==> config.mk <==
export PLATFORM = sky130hd
export DESIGN_NAME = can_accept_bank
export DESIGN_NICKNAME = d
export VERILOG_FILES = /design/src/rtl/can_acc_pkg.sv /design/src/rtl/can_flt_slot.sv /design/src/rtl/can_rx_fifo.sv /design/src/rtl/can_accept_bank.sv
export SDC_FILE = /design/constraint.sdc
export NUM_CORES = 2
export LEC_CHECK = 0
export BUFFER_PORTS_ARGS = -buffer_cell sky130_fd_sc_hd__buf_2
export CAP_MARGIN = 20
export CORE_ASPECT_RATIO = 1.4
export CORE_MARGIN = 2
export CORE_UTILIZATION = 50
export CTS_CLUSTER_SIZE = 16
export DETAILED_ROUTE_END_ITERATION = 6
export HOLD_SLACK_MARGIN = 0.15
export PLACE_DENSITY = 0.67
export SYNTH_ARGS = -nofsm -noshare
export SYNTH_HDL_FRONTEND = slang
export SYNTH_SLANG_ARGS = --single-unit
==> constraint.sdc <==
create_clock -name clk -period 11 [get_ports clk]
set_input_delay 2.2 -clock clk [delete_from_list [all_inputs] [get_ports clk]]
set_output_delay 2.2 -clock clk [all_outputs]
set_load 0.01 [all_outputs]
==> src/rtl/can_acc_pkg.sv <==
package can_acc_pkg;

    localparam int ID_W     = 29;
    localparam int STD_ID_W = 11;
    localparam int DLC_W    = 4;
    localparam int BYTE_W   = 8;

    typedef struct packed {
        logic              ide;
        logic              rtr;
        logic [ID_W-1:0]   id;
        logic [DLC_W-1:0]  dlc;
        logic [BYTE_W-1:0] b0;
        logic [BYTE_W-1:0] b1;
    } rx_frame_t;

    typedef struct packed {
        logic              ide;
        logic [ID_W-1:0]   id;
        logic [BYTE_W-1:0] b0;
        logic [BYTE_W-1:0] b1;
    } flt_key_t;

    localparam int FRAME_W = $bits(rx_frame_t);
    localparam int KEY_W   = $bits(flt_key_t);

    typedef enum logic [1:0] {
        DEC_IDLE,
        DEC_REJECT,
        DEC_DROP_FULL,
        DEC_STORE
    } dec_e;

    // Identifier bits that take part in the comparison for a given format.
    function automatic logic [ID_W-1:0] id_span(input logic ide);
        logic [ID_W-1:0] s;
        s = '0;
        s[STD_ID_W-1:0] = '1;
        return ide ? {ID_W{1'b1}} : s;
    endfunction

    // One payload byte: present bytes compare under the mask, absent bytes
    // mismatch on every unmasked bit.
    function automatic logic byte_ok(input logic present,
                                     input logic [BYTE_W-1:0] key,
                                     input logic [BYTE_W-1:0] msk,
                                     input logic [BYTE_W-1:0] dat);
        if (present)
            return ((key ^ dat) & ~msk) == '0;
        return (~msk) == '0;
    endfunction

    function automatic logic key_match(input flt_key_t key,
                                       input flt_key_t msk,
                                       input rx_frame_t fr);
        logic id_ok, p0, p1;
        id_ok = ((key.id ^ fr.id) & ~msk.id & id_span(fr.ide)) == '0;
        p0    = !fr.rtr && (fr.dlc > 4'd0);
        p1    = !fr.rtr && (fr.dlc > 4'd1);
        return (key.ide == fr.ide) && id_ok &&
               byte_ok(p0, key.b0, msk.b0, fr.b0) &&
               byte_ok(p1, key.b1, msk.b1, fr.b1);
    endfunction

endpackage

==> src/rtl/can_flt_slot.sv <==
module can_flt_slot
    import can_acc_pkg::*;
(
    input  logic      clk,
    input  logic      rst,
    input  logic      init_mode,
    input  logic      sel,
    input  logic      wr_mask,
    input  flt_key_t  wr_word,
    input  rx_frame_t frm,
    output logic      hit
);

    flt_key_t key_q;
    flt_key_t msk_q;

    always_ff @(posedge clk) begin
        if (rst) begin
            key_q <= '0;
            msk_q <= '0;
        end else if (sel && init_mode) begin
            if (wr_mask) msk_q <= wr_word;
            else         key_q <= wr_word;
        end
    end

    always_comb hit = key_match(key_q, msk_q, frm);

    // slot contents frozen outside initialization mode
    a_r11_slot_locked: assert property (@(posedge clk) disable iff (rst)
        !init_mode |=> ($stable(key_q) && $stable(msk_q)));

endmodule

==> src/rtl/can_rx_fifo.sv <==
module can_rx_fifo
    import can_acc_pkg::*;
#(
    parameter int DEPTH = 8,
    localparam int PTR_W = (DEPTH > 1) ? $clog2(DEPTH) : 1,
    localparam int CNT_W = $clog2(DEPTH + 1)
)(
    input  logic             clk,
    input  logic             rst,
    input  logic             push,
    input  logic             pop,
    input  rx_frame_t        din,
    output rx_frame_t        dout,
    output logic [CNT_W-1:0] cnt,
    output logic             full,
    output logic             empty
);

    rx_frame_t        mem [DEPTH];
    logic [PTR_W-1:0] wp, rp;
    logic             do_push, do_pop;

    always_comb begin
        full    = (cnt == CNT_W'(DEPTH));
        empty   = (cnt == '0);
        do_push = push && !full;
        do_pop  = pop && !empty;
        dout    = mem[rp];
    end

    function automatic logic [PTR_W-1:0] nxt(input logic [PTR_W-1:0] p);
        return (p == PTR_W'(DEPTH - 1)) ? '0 : p + 1'b1;
    endfunction

    always_ff @(posedge clk) begin
        if (rst) begin
            wp  <= '0;
            rp  <= '0;
            cnt <= '0;
        end else begin
            if (do_push) wp <= nxt(wp);
            if (do_pop)  rp <= nxt(rp);
            case ({do_push, do_pop})
                2'b10:   cnt <= cnt + 1'b1;
                2'b01:   cnt <= cnt - 1'b1;
                default: cnt <= cnt;
            endcase
        end
    end

    for (genvar i = 0; i < DEPTH; i++) begin : g_slot
        always_ff @(posedge clk) begin
            if (rst)
                mem[i] <= '0;
            else if (do_push && wp == PTR_W'(i))
                mem[i] <= din;
        end
    end

    // occupancy never exceeds the depth
    a_r7_cnt_bound: assert property (@(posedge clk) disable iff (rst)
        cnt <= CNT_W'(DEPTH));

    // a lone push grows the queue by one
    a_r7_push_grows: assert property (@(posedge clk) disable iff (rst)
        (push && !full && !pop) |=> cnt == $past(cnt) + 1'b1);

    // a full queue without a pop keeps its size
    a_r8_full_holds: assert property (@(posedge clk) disable iff (rst)
        (full && !pop) |=> full);

endmodule

==> src/rtl/can_accept_bank.sv <==
module can_accept_bank
    import can_acc_pkg::*;
#(
    parameter int NFILT = 8,
    parameter int DEPTH = 8,
    localparam int IDX_W = (NFILT > 1) ? $clog2(NFILT) : 1,
    localparam int CNT_W = $clog2(DEPTH + 1)
)(
    input  logic                  clk,
    input  logic                  rst,
    input  logic                  init_mode,
    input  logic                  cfg_we,
    input  logic [IDX_W-1:0]      cfg_idx,
    input  logic                  cfg_mask_sel,
    input  logic [KEY_W-1:0]      cfg_word,
    input  logic                  filt_en,
    input  logic                  frm_valid,
    input  logic [FRAME_W-1:0]    frm_i,
    input  logic                  rd_pop,
    input  logic                  ovf_clr,
    output logic                  acc_o,
    output logic                  push_o,
    output logic [NFILT-1:0]      hit_o,
    output logic                  ovf_o,
    output logic [CNT_W-1:0]      fifo_cnt_o,
    output logic                  rd_valid_o,
    output logic [FRAME_W-1:0]    rd_frame_o,
    output logic                  tmp_valid_o,
    output logic [FRAME_W-1:0]    tmp_frame_o
);

    rx_frame_t        frm;
    flt_key_t         wkey;
    logic [NFILT-1:0] hit_c;
    dec_e             dec;
    logic             fifo_full, fifo_empty;
    rx_frame_t        head;
    rx_frame_t        tmp_q;

    always_comb begin
        frm  = rx_frame_t'(frm_i);
        wkey = flt_key_t'(cfg_word);
    end

    for (genvar k = 0; k < NFILT; k++) begin : g_flt
        can_flt_slot u_slot (
            .clk       (clk),
            .rst       (rst),
            .init_mode (init_mode),
            .sel       (cfg_we && cfg_idx == IDX_W'(k)),
            .wr_mask   (cfg_mask_sel),
            .wr_word   (wkey),
            .frm       (frm),
            .hit       (hit_c[k])
        );
    end

    always_comb begin
        if (!frm_valid)                  dec = DEC_IDLE;
        else if (filt_en && hit_c == '0) dec = DEC_REJECT;
        else if (fifo_full)              dec = DEC_DROP_FULL;
        else                             dec = DEC_STORE;
    end

    can_rx_fifo #(.DEPTH(DEPTH)) u_fifo (
        .clk   (clk),
        .rst   (rst),
        .push  (dec == DEC_STORE),
        .pop   (rd_pop),
        .din   (frm),
        .dout  (head),
        .cnt   (fifo_cnt_o),
        .full  (fifo_full),
        .empty (fifo_empty)
    );

    always_ff @(posedge clk) begin
        if (rst) begin
            acc_o       <= 1'b0;
            push_o      <= 1'b0;
            hit_o       <= '0;
            ovf_o       <= 1'b0;
            tmp_valid_o <= 1'b0;
            tmp_q       <= '0;
        end else begin
            acc_o  <= (dec == DEC_STORE) || (dec == DEC_DROP_FULL);
            push_o <= (dec == DEC_STORE);
            hit_o  <= frm_valid ? hit_c : '0;
            if (dec == DEC_DROP_FULL) ovf_o <= 1'b1;
            else if (ovf_clr)         ovf_o <= 1'b0;
            if (frm_valid) begin
                tmp_q       <= frm;
                tmp_valid_o <= 1'b1;
            end
        end
    end

    always_comb begin
        rd_valid_o  = !fifo_empty;
        rd_frame_o  = head;
        tmp_frame_o = tmp_q;
    end

    // filtering off accepts every strobed frame
    a_r3_pass_all: assert property (@(posedge clk) disable iff (rst)
        (frm_valid && !filt_en) |=> acc_o);

    // with filtering on, no matching slot means rejection
    a_r4_no_hit_reject: assert property (@(posedge clk) disable iff (rst)
        (frm_valid && filt_en && hit_c == '0) |=> (!acc_o && !push_o));

    // accepted frame on a full queue is dropped and flags overflow
    a_r8_drop_full: assert property (@(posedge clk) disable iff (rst)
        (frm_valid && !filt_en && fifo_cnt_o == CNT_W'(DEPTH)) |=> (!push_o && ovf_o));

    // a clear with no drop in the same cycle lowers the flag
    a_r9_clear: assert property (@(posedge clk) disable iff (rst)
        (ovf_clr && !(frm_valid && fifo_full)) |=> !ovf_o);

    // latest-frame buffer follows every strobe
    a_r10_tmp_capture: assert property (@(posedge clk) disable iff (rst)
        frm_valid |=> (tmp_valid_o && tmp_frame_o == $past(frm_i)));

    // decision pulses only follow a strobe
    a_r12_pulse: assert property (@(posedge clk) disable iff (rst)
        !frm_valid |=> (!acc_o && !push_o && hit_o == '0));

endmodule

==> reports/qor.yml <==
synthFlopType: "dfxtp_1"
path_clk_slew_ns: 0.07
cp-startpoint: "frm_i[50]"
status: "finished with violations"
num_vias: 39200
setup_viol: 0
fmax_mhz: 150
cts_sinks: 1212
fin_worst_skew_ns: 0.0572
syn_area_per_cell_um2: 9.19
routedWlPerCell_um: 21.5
rsz0062_at_grt: "false"
cts_buffers: 112
placed_area_mm2: 0.0529
antenna_found_initial: 9
drc: 30
die_area_mm2: 0.106
peakVddDrop_mv: 0.139
cts-root-buf: "clkbuf_16"
vias_per_cell: 5.65
crit_required_ns: 11.36
mostFrequentLayoutCells: "nand2_1 (1686), dfxtp_1 (800), a21oi_1 (737)"
hpwl_mm: 91.3
r2r_start: "g_flt[3].u_slot.key_q[31]"
clockBufferDepth: 3
ys_types: 56
cts_resized: 0
die_y_um: 385
nets: 5624
drive_gt1_share_pct: 11.8
cts-htree-levels: 3
slew_headroom_pct: 24.5
fin_crit_ns: 6.66
period_share_pct: 60.5
cap_violations: 0
seq_area_frac_synth_pct: 54.8
core_area_mm2: 0.103
tritoncts: "done"
first_global_vias: 38000
powerDensity_mw_per_mm2: 175
yosysWarnings: 0
tightest_slew_ns: 1.13
critPathMaxStageDelay_ns: 0.69
maxSlewViolCount: 0
drt_iter0_markers: 3321
antenna_left: 0
io_pins: 228
route.met2.wl_mm: 74.2
routed.top_layer: "met5"
path_class: "input port to register"
grt_use_total_pct: 27.8
final_common_cell: "nand2_1"
postCtsSetupBuffers: 0
critPathMaxFanout: 31
hp-start: "g_flt[7].u_slot.msk_q[39]"
grt_max_degree: 202
fin_area_mm2: 0.0566
wl_met1_mm: 59.7
cp-end-kind: "register"
p_leak_uw: 0.0184
clock_latency_ns: 0.74
synthCells: 5630
postRouteWirelength_mm: 149
synth-seq-cells: 1212
worstPathCellList: "buf_2, inv_1, o2bb2ai_1, or4_1, or4b_1, nor4_1, a221oi_1, nand4b_4, and2_1, inv_2, o21ai_4, buf_4"
rows: 139
critPathSlowestCell: "o21ai_4"
arrival_ns: 7.02
synthesis.nets: 5751
grt_pass1_wl_mm: 226
async_flop_share_pct: 0
holdCritPathClass: "register to register"
synth_edf_count: 408
start_util_pct: 50.4
die_w_um: 276
met3WireLength_mm: 9.63
syn_area_mm2: 0.0517
overflow: 0
port_buffers: 227
gp_congestion: 0.847
fin_tns_setup_ns: 0
critPathLaunchType: "input port"
area_growth_pct: 9.49
cts_hold_buf: 0
dr.pass1.iters: 7
hold_viol_final: 0
violations: "DRC"
[critical path: cells and delay by family]
family	cells	cell delay, ns
and+or+nand+nor	5	2.22
AOI/OAI and AO/OA	3	1.10
buffers and inverters	4	1.44
[Yosys cell counts, types with 5 or more instances]
cell type | instances | area [µm²]
a21oi_1 | 737 | 3690
buf_4 | 5 | 37.5
ha_1 | 11 | 138
buf_6 | 30 | 338
buf_2 | 48 | 240
mux2i_1 | 52 | 521
a211oi_1 | 8 | 60.1
edfxtp_1 | 408 | 12300
clkbuf_1 | 405 | 1520
nand3_1 | 7 | 35.0
nand4_1 | 39 | 244
nor2_1 | 508 | 1910
o21ai_0 | 31 | 155
xnor2_1 | 361 | 3160
inv_1 | 10 | 37.5
nor3_1 | 13 | 65.1
nor4_1 | 41 | 257
mux4_2 | 102 | 2300
buf_1 | 29 | 109
or2_2 | 5 | 31.3
o22ai_1 | 174 | 1090
dfxtp_1 | 804 | 16100
mux2_2 | 52 | 586
nand2_1 | 1690 | 6340
[registers in the layout (all words and copies together), names as in the netlist, named ones only]
register	count
acc_o	1
g_flt.u_slot.key_q	368
g_flt.u_slot.msk_q	360
hit_o	8
ovf_o	1
push_o	1
tmp_frame_o	51
tmp_valid_o	1
u_fifo.cnt	4
u_fifo.mem	408
u_fifo.rp	3
u_fifo.wp	3
[where the power goes]
group	switching, µW	leakage (µW)	total, µW	internal, µW
Clock	1740	0.00180	3840	2110
Combinational	734	0.00584	1240	502
Sequential	86.6	0.0107	4830	4740
Total	2560	0.0184	9910	7350
[final timing paths]
path                               end  slack (ns)  depth (start not counted)
max reg2reg          u_fifo.mem[6][42]        6.08                         11
max                  u_fifo.mem[6][42]        4.34                         12
min          g_flt[7].u_slot.msk_q[39]        0.45                          2
min reg2reg  g_flt[7].u_slot.msk_q[39]        0.45                          2
[metrics by stage]
stage                     util (%)  power (µW)  worst slack (ns)  std cells  hold slack (ns)
after detailed placement      51.6        6170              3.77       6724            0.443
after CTS                     55.1        9970              4.53       6932            0.452
final                         55.2        9910              4.34       6937            0.452
after global routing          55.2       10200              4.20       6936            0.470
after floorplan                  -        5760              3.81       5630            0.433
after global placement        51.5        6160              3.78       6722            0.438
[cell families (layout without fill, tap and decap cells)]
| logic type | Yosys count | count (layout) | synth area share (%) |
|---|---|---|---|
| AO/OA/AOI/OAI | 980 | 980 | 10.2 |
| adder cells (fa/ha/maj) | 12 | 12 | 0.305 |
| XOR/XNOR | 363 | 363 | 6.15 |
| buffers and inverters | 531 | 498 | 4.44 |
| multiplexers | 206 | 206 | 6.58 |
| flip-flops | 1212 | 1212 | 54.8 |
| AND/OR/NAND/NOR | 2326 | 2326 | 17.5 |
| other | 0 | 1 | 0 |
[per-layer routing]
metal,vias to the layer above,global-route usage (%)
met2,1398,48.2
met3,280,3.55
met5,-,0
li1,18600,-
met1,18900,35.1
met4,12,11.1
[cell type report]
class | count | area, µm²
Antenna cell | 1 | 2.50
Clock buffer | 155 | 3170
Clock inverter | 53 | 445
Fill cell | 9056 | 46000
Inverter | 13 | 48.8
Multi-Input combinational cell | 3887 | 21300
Sequential cell | 1212 | 28400
Tap cell | 1339 | 1680
Timing Repair Buffer | 277 | 1610
Power figures use the tool's default switching activity.
